## config.mk

```make
export PLATFORM = sky130hd
export DESIGN_NAME = can_stat_irq
export DESIGN_NICKNAME = d
export VERILOG_FILES = /design/src/rtl/can_stat_irq_pkg.sv /design/src/rtl/can_stat_reg.sv /design/src/rtl/can_evt_intr.sv /design/src/rtl/can_stat_irq.sv
export SDC_FILE = /design/constraint.sdc
export NUM_CORES = 1
export LEC_CHECK = 0
export CORE_MARGIN = 2
export CORE_UTILIZATION = 40
export DETAILED_ROUTE_END_ITERATION = 8
export PLACE_DENSITY = 0.76
export SYNTH_ARGS = -nofsm -noshare
export SYNTH_HDL_FRONTEND = slang
export SYNTH_SLANG_ARGS = --single-unit
```

## constraint.sdc

```tcl
create_clock -name clk_i -period 4.95 [get_ports clk_i]
set_clock_uncertainty 0.15 [all_clocks]
set_input_delay 0.99 -clock clk_i [delete_from_list [all_inputs] [get_ports clk_i]]
set_output_delay 0.99 -clock clk_i [all_outputs]
set_load 0.01 [all_outputs]
```

## src/rtl/can_stat_irq_pkg.sv

```systemverilog
package can_stat_irq_pkg;
  localparam int ST_W     = 8;
  localparam int ERR_W    = 3;
  localparam int WAKE_BIT = 5;

  localparam logic [ST_W-1:0] LOW_GRP  = 8'h3F;
  localparam logic [ST_W-1:0] HIGH_GRP = 8'hC0;
  localparam logic [ST_W-1:0] WAKE_MSK = ST_W'(1) << WAKE_BIT;
  localparam logic [ST_W-1:0] ERR_MSK  = ST_W'((1 << ERR_W) - 1);

  typedef enum logic [1:0] {
    SRC_NONE = 2'd0,
    SRC_ENG  = 2'd1,
    SRC_WR   = 2'd2,
    SRC_RD   = 2'd3
  } st_src_e;
endpackage

```

## src/rtl/can_stat_reg.sv

```systemverilog
module can_stat_reg
  import can_stat_irq_pkg::*;
(
  input  logic            clk_i,
  input  logic            rst_i,
  input  logic            stie_i,
  input  logic            erie_i,
  input  logic            upd_i,
  input  logic [ST_W-1:0] upd_d_i,
  input  logic            wr_i,
  input  logic [ST_W-1:0] wr_d_i,
  input  logic            rd_i,
  output logic [ST_W-1:0] stat_o,
  output logic            pend_o
);
  logic [ST_W-1:0] stat_q, stat_n, diff;
  logic            pend_q, pend_n, hit;
  st_src_e         src;

  always_comb begin
    if (upd_i)     src = SRC_ENG;
    else if (wr_i) src = SRC_WR;
    else if (rd_i) src = SRC_RD;
    else           src = SRC_NONE;
  end

  always_comb begin
    stat_n = stat_q;
    unique case (src)
      SRC_ENG:  stat_n = upd_d_i;
      SRC_WR:   stat_n = (wr_d_i & ~WAKE_MSK) | (stat_q & WAKE_MSK);
      SRC_RD:   stat_n = stat_q | ERR_MSK;
      default:  stat_n = stat_q;
    endcase
  end

  // only engine updates count as changes
  assign diff = (src == SRC_ENG) ? (upd_d_i ^ stat_q) : '0;
  assign hit  = (stie_i && |(diff & LOW_GRP)) || (erie_i && |(diff & HIGH_GRP));
  // set wins over the read acknowledge
  assign pend_n = hit || (pend_q && !rd_i);

  always_ff @(posedge clk_i) begin
    if (rst_i) begin
      stat_q <= '0;
      pend_q <= 1'b0;
    end else begin
      stat_q <= stat_n;
      pend_q <= pend_n;
    end
  end

  assign stat_o = stat_q;
  assign pend_o = pend_q;
endmodule

```

## src/rtl/can_evt_intr.sv

```systemverilog
module can_evt_intr #(
  parameter int N_SRC = 2,
  parameter int OBJ_W = 4
) (
  input  logic                         clk_i,
  input  logic                         rst_i,
  input  logic                         hw_mode_i,
  input  logic [N_SRC-1:0]             en_i,
  input  logic [N_SRC-1:0]             ok_i,
  input  logic [N_SRC-1:0][OBJ_W-1:0]  obj_i,
  input  logic                         clr_i,
  output logic                         intrq_o,
  output logic [OBJ_W-1:0]             vec_o
);
  logic [N_SRC-1:0] qual;
  logic [OBJ_W-1:0] cand, base, vec_q, vec_n;
  logic             any, intrq_q, intrq_n;

  genvar g;
  generate
    for (g = 0; g < N_SRC; g++) begin : g_qual
      assign qual[g] = hw_mode_i && en_i[g] && ok_i[g];
    end
  endgenerate

  always_comb begin
    cand = '0;
    for (int i = 0; i < N_SRC; i++) begin
      if (qual[i] && obj_i[i] > cand) cand = obj_i[i];
    end
  end

  assign any     = |qual;
  assign base    = clr_i ? '0 : vec_q;
  assign vec_n   = (any && cand > base) ? cand : base;
  assign intrq_n = any || (intrq_q && !clr_i);

  always_ff @(posedge clk_i) begin
    if (rst_i) begin
      intrq_q <= 1'b0;
      vec_q   <= '0;
    end else begin
      intrq_q <= intrq_n;
      vec_q   <= vec_n;
    end
  end

  assign intrq_o = intrq_q;
  assign vec_o   = vec_q;
endmodule

```

## src/rtl/can_stat_irq.sv

```systemverilog
module can_stat_irq
  import can_stat_irq_pkg::*;
#(
  parameter int OBJ_W = 4
) (
  input  logic             clk_i,
  input  logic             rst_i,
  input  logic             stie_en_i,
  input  logic             erie_en_i,
  input  logic             eri_en_i,
  input  logic             eti_en_i,
  input  logic             st_upd_i,
  input  logic [ST_W-1:0]  st_upd_data_i,
  input  logic             st_wr_i,
  input  logic [ST_W-1:0]  st_wdata_i,
  input  logic             st_rd_i,
  output logic [ST_W-1:0]  status_o,
  input  logic             rx_ok_i,
  input  logic [OBJ_W-1:0] rx_obj_i,
  input  logic             tx_ok_i,
  input  logic [OBJ_W-1:0] tx_obj_i,
  input  logic             intrq_clr_i,
  output logic             irq_o,
  output logic             intrq_o,
  output logic [OBJ_W-1:0] vec_o
);
  localparam int N_SRC = 2;

  logic                        sc_pend;
  logic [N_SRC-1:0]            ev_en, ev_ok;
  logic [N_SRC-1:0][OBJ_W-1:0] ev_obj;

  can_stat_reg u_stat (
    .clk_i   (clk_i),
    .rst_i   (rst_i),
    .stie_i  (stie_en_i),
    .erie_i  (erie_en_i),
    .upd_i   (st_upd_i),
    .upd_d_i (st_upd_data_i),
    .wr_i    (st_wr_i),
    .wr_d_i  (st_wdata_i),
    .rd_i    (st_rd_i),
    .stat_o  (status_o),
    .pend_o  (sc_pend)
  );

  assign ev_en  = {eti_en_i, eri_en_i};
  assign ev_ok  = {tx_ok_i, rx_ok_i};
  assign ev_obj = {tx_obj_i, rx_obj_i};

  can_evt_intr #(.N_SRC(N_SRC), .OBJ_W(OBJ_W)) u_evt (
    .clk_i     (clk_i),
    .rst_i     (rst_i),
    .hw_mode_i (!stie_en_i),
    .en_i      (ev_en),
    .ok_i      (ev_ok),
    .obj_i     (ev_obj),
    .clr_i     (intrq_clr_i),
    .intrq_o   (intrq_o),
    .vec_o     (vec_o)
  );

  assign irq_o = sc_pend | intrq_o;
endmodule

```

==> reports/qor.yml, run 1 <==
status: "finished, final reports clean"
path_clk_slew_ns: 0.08
p_per_area_nw_per_um2: 194
synth_area_leaders: "dfxtp_1, ha_1, inv_1, a221oi_1, a21oi_1"
seq_area_frac_synth_pct: 27.0
r2r_end: "u_evt.vec_o[0]"
fillers: 226
synth_fa_ha_area_share_pct: 14.5
synth_simple_gate_area_share_pct: 20.9
max-slew-margin-rel_pct: 61.6
cp-end-kind: "flop"
finalNetCount: 225
num_io_pins: 50
clockBufferDepth: 2
post_cts_buffers: 0
synth-seq-cells: 14
critPathMaxFanout: 7
port-buffer-count: 48
cell_internal_pwr_w: 0.000216
rsz0062_at_grt: "no"
yosys.area.top_type_share_pct: 27.0
ir_drop_mv: 0.155
cts_sinks: 14
final_common_cell: "clkdlybuf4s50_1"
synthMuxAreaShare_pct: 4.83
cts_root_buf: "clkbuf_4"
synth_cell_types: 33
synth_cells: 124
reg2reg_depth: 7
antenna_found_initial: 0
drv_cap: 0
finalSetupTns_ns: 0
ant_nets: 0
drt-initial-drc-count: 19
tightest_slew_ns: 0.574
p_clk_share_pct: 21.0
critical_path_required_ns: 5.01
globalRouteOverflowTotal: 0
routedWlPerCell_um: 12.7
grt_max_degree: 16
start_kind: "input pin"
r2r_start: "u_evt.vec_o[2]"
final_max_slew_viol_count: 0
dr.pass1.iters: 4
num_rows: 18
synth_xor_area_share_pct: 6.76
synth_compound_area_share_pct: 20.3
gp_congestion: 0.815
p_sw_share_pct: 29.7
die_y_um: 54.9
arrival_ns: 4.51
grt_pass1_wl_um: 3950
p_comb_share_pct: 37.1
final_cell_mix: "clkdlybuf4s50_1, inv_1, dfxtp_1"
mappedNetlistNets: 172
yosys_warnings: 0
synth_top_family_by_area: "simple AND/OR/NAND/NOR gates"
dieArea_um2: 3020
routed_wl_um: 2610
cts_tree: "done"
cp-endpoint: "u_evt.vec_o[0]"
finalSetupViolCount: 0
drt-vias-per-instance: 5.28
synth_top_cell_by_area: "dfxtp_1"
ff2ff_setup_slack_ns: 2.98
syn_area_um2: 1040
vias: 1082
start_util_pct: 41.9
startpoint: "stie_en_i"
avgSynthCellArea_um2: 8.36
post-route-min-period_ns: 4.45
numCtsBuffers: 3
grt_pass1_vias: 938
seqPwrFrac_pct: 41.9
p_switching_w: 0.0000914
p_leak_nw: 0.662
synthToLayoutAreaGrowth_pct: 52.8
drc_errors: 0
cts_max_level: 1
fp.coreArea_um2: 2480
finalHoldViolations: 0
n_antenna_cell: 0
crit_type: "in2reg"
dp_hpwl_um: 2190
fmax_ghz: 0.225
die_w_um: 54.9
timing.hold.ws_ns: 0.354
min_path_type: "reg2reg"
drive_above_1_share_pct: 8.57
hold_buffers: 0
cts_resized: 0
fin_crit_sh_pct: 89.8
grt_usage_pct: 18.0
clkLatencyLatePin_ns: 0.27
state kept, by name, indices dropped and copies added, names as in the netlist:
signal,cells
u_evt.vec_o,4
u_evt.intrq_o,1
u_stat.stat_o,8
u_stat.pend_o,1
final cells by class:
type,count,area (um^2),area share (%)
Multi-Input combinational cell,94,697,44.0
Timing Repair Buffer,50,495,31.3
Inverter,14,52.6,3.31
Tap cell,30,37.5,2.37
Clock buffer,3,22.5,1.42
Sequential cell,14,280,17.7
cell families after synthesis:
| logic type | after synthesis |
|---|---|
| xor+xnor | 8 |
| fa+ha+maj | 12 |
| flops | 14 |
| buf+inv | 16 |
| mux | 5 |
| compound gates | 27 |
| simple gates | 42 |
power groups by stage:
stage	registers [W]	clock network (W)	logic, W
after detailed placement	0.000132	0	0.000114
after floorplan	0.000135	0	0.0000509
after global placement	0.000131	0	0.000112
after global routing	0.000130	0.0000732	0.000125
final	0.000129	0.0000646	0.000114
after CTS	0.000129	0.0000671	0.000115
worst min-delay path by stage:
stage	from	end	slack (ns)	cells past startpoint
after floorplan	u_stat.pend_o	u_stat.pend_o	0.35	2
after global placement	u_stat.stat_o[1]	u_stat.stat_o[1]	0.33	2
after detailed placement	u_stat.stat_o[5]	u_stat.stat_o[5]	0.35	2
after CTS	u_stat.stat_o[1]	u_stat.stat_o[1]	0.36	2
after global routing	u_stat.stat_o[1]	u_stat.stat_o[1]	0.37	2
final	u_stat.stat_o[5]	u_stat.stat_o[5]	0.35	2
worst max-delay path, cell delays in order:
cell	delay, ns
clkdlybuf4s50_1	0.47
and3b_1	0.22
and2_1	0.18
ha_1	0.26
and4_2	0.24
a2111oi_4	0.41
mux2i_1	0.31
inv_1	0.07
ha_1	0.29
a21oi_1	0.13
o22ai_1	0.09
o221a_2	0.31
or3b_2	0.45
o21ai_1	0.07
Yosys cell counts:
master and count:
o211ai_2 1, ha_1 12, o221a_2 1, a311oi_1 2
and3b_1 1, nand2_1 13, nor3b_1 1, xnor2_1 4
a2111oi_4 1, or4b_2 1, a21oi_1 10, o22ai_1 1
dfxtp_1 14, a211oi_1 1, a222oi_1 1, or3_1 1
and4_2 1, nor3_1 4, o21ai_0 1, a221oi_1 6
nor2_1 8, nand3_1 2, clkbuf_1 2, o21ai_1 2
or3b_2 1, nand2b_1 1, or2_2 4, inv_1 14
mux2i_1 5, nor2b_1 2, and2_1 1, nor4_1 1
xor2_1 4
routing by layer:
layer / GRT usage, % / vias up / share of wire [%]
met4: 6.91 / 0 / 0.38
met2: 28.4 / 31 / 50
met1: 24.3 / 499 / 45
met3: 3.23 / 2 / 4.4
met5: 0 / - / 0
li1: - / 550 / -
stage by stage:
| stage | utilization [%] | total power [W] | worst slack [ns] | instance area (um^2) | std cells |
|---|---|---|---|---|---|
| 3_3_place_gp | 63.1 | 0.000243 | 0.310 | 1560 | 202 |
| 3_5_place_dp | 63.1 | 0.000246 | 0.216 | 1560 | 202 |
| 4_1_cts | 64.0 | 0.000311 | 0.503 | 1590 | 205 |
| 2_1_floorplan | - | 0.000186 | 0.882 | 1040 | 124 |
| 6_report | 64.0 | 0.000307 | 0.503 | 1590 | 205 |
| 5_1_grt | 64.0 | 0.000328 | 0.258 | 1590 | 205 |
Power figures use the tool's default switching activity.
==> inputs of run 2 (changes only) <==
Settings changed: CORE_UTILIZATION 40 to 42, CTS_BUF_LIST set to sky130_fd_sc_hd__clkbuf_8, PLACE_DENSITY 0.76 to 0.79.
==> run 2 against run 1 <==
Compared with the run above: global-route usage rose by 3.5 points; flip-flop and latch count unchanged; largest cell class unchanged; critical endpoint unchanged; hold slack better by 0.0030 ns; wire length up 7.1%.
==> reports/qor.yml, run 2 (same netlist as run 1, synthesis figures left out) <==
num_io_pins: 50
multi_input_area_um2: 697
p_sw_share_pct: 27.7
cts_tree: "done"
routed_wl_um: 2800
ir_drop_mv: 0.263
path_clk_slew_ns: 0.06
final_max_slew_viol_count: 0
finalHoldViolations: 0
final_common_cell: "clkdlybuf4s50_1"
cts_max_level: 1
start_kind: "input pin"
stdcell_count: 205
n_antenna_cell: 0
cts_root_buf: "clkbuf_8"
synthToLayoutAreaGrowth_pct: 55.2
ant_nets: 0
die_y_um: 53.7
port-buffer-count: 48
dieArea_um2: 2880
rsz0062_at_grt: "no"
crit_type: "in2reg"
final-seq-area_um2: 280
routedWlPerCell_um: 13.6
seqPwrFrac_pct: 36.2
antenna_found_initial: 0
post-place-ws_ns: 0.0624
dp.cells: 201
start_util_pct: 43.0
finalSetupViolCount: 0
finalSetupTns_ns: 0
dp_hpwl_um: 2320
tightest_slew_ns: 0.550
drt-vias-per-instance: 5.39
p_leak_nw: 0.672
fin_crit_sh_pct: 93.8
drc_errors: 0
grt_pass1_vias: 1103
drive_above_1_share_pct: 8.57
max-slew-margin-rel_pct: 63.2
grt_pass1_wl_um: 4390
total_power_w: 0.000358
globalRouteOverflowTotal: 0
grt_max_degree: 16
post-route-min-period_ns: 4.64
p_per_area_nw_per_um2: 222
drt-initial-drc-count: 21
final_cell_mix: "clkdlybuf4s50_1, inv_1, dfxtp_1"
cts_sinks: 14
fp.coreArea_um2: 2410
hold_buffers: 0
cell_internal_pwr_w: 0.000258
critPathMaxFanout: 7
largest_reg_flops: 8
drv_cap: 0
status: "finished, final reports clean"
num_rows: 18
cp-end-kind: "flop"
fin_ws_ns: 0.306
numCtsBuffers: 3
p_switching_w: 0.0000992
arrival_ns: 4.67
fillers: 212
finalNetCount: 224
post_cts_buffers: 0
critical_path_required_ns: 4.98
grt_usage_pct: 21.4
clockBufferDepth: 2
p_comb_share_pct: 32.0
p_clk_share_pct: 31.8
timing.hold.ws_ns: 0.357
min_path_type: "reg2reg"
dr.pass1.iters: 4
clkLatencyLatePin_ns: 0.24
cts_resized: 0
die_w_um: 53.7
vias: 1104
fmax_ghz: 0.215
gp_congestion: 0.720
## run 2: cell count changes in the layout (fill, tap and decap cells not counted)
cell      change
clkbuf_8      +4
buf_4         -1
clkbuf_4      -3
## run 2: per-stage QoR
step / utilization [%] / area (um^2)
floorplan: - / 1040
global route: 66.8 / 1610
detailed placement: 64.5 / 1560
finish: 66.8 / 1610
global placement: 64.5 / 1560
CTS: 66.8 / 1610
## run 2: per-layer routing
metal	vias up	GRT usage [%]	share of wire, %
met3	8	6.39	5.9
met4	0	8.55	2.2
met5	-	0	0
met2	37	42.3	55
met1	515	20.1	37
li1	544	-	-
## run 2: cell type report
cell class                      count  share of cell area (%)
Inverter                           14                    3.26
Tap cell                           30                    2.33
Multi-Input combinational cell     94                    43.3
Timing Repair Buffer               49                    30.3
Sequential cell                    14                    17.4
Clock buffer                        4                    3.42
## run 2: critical path: stages
cell	delay (ns)
clkdlybuf4s50_1	0.49
and3b_1	0.24
nand2_1	0.09
ha_1	0.32
and4_2	0.24
a2111oi_4	0.48
mux2i_1	0.34
inv_1	0.07
ha_1	0.29
a21oi_1	0.15
o22ai_1	0.11
o221a_2	0.31
or3b_2	0.45
o21ai_1	0.09
## run 2: path summary, 6_finish.rpt
| path | depth (start not counted) | slack (ns) | from | to |
|---|---|---|---|---|
| worst max register to register | 7 | 2.91 | u_evt.vec_o[2] | u_evt.vec_o[0] |
| worst min-delay path | 2 | 0.36 | u_stat.stat_o[0] | u_stat.stat_o[0] |
| worst min register to register | 2 | 0.36 | u_stat.stat_o[0] | u_stat.stat_o[0] |
| worst max-delay path | 14 | 0.31 | rx_ok_i | u_evt.vec_o[0] |
## run 2: power groups by stage
stage / clock, W / combinational (W) / sequential (W)
finish: 0.000114 / 0.000114 / 0.000130
global route: 0.000121 / 0.000125 / 0.000131
CTS: 0.000115 / 0.000115 / 0.000129
detailed placement: 0 / 0.000114 / 0.000132
global placement: 0 / 0.000110 / 0.000131
floorplan: 0 / 0.0000509 / 0.000135
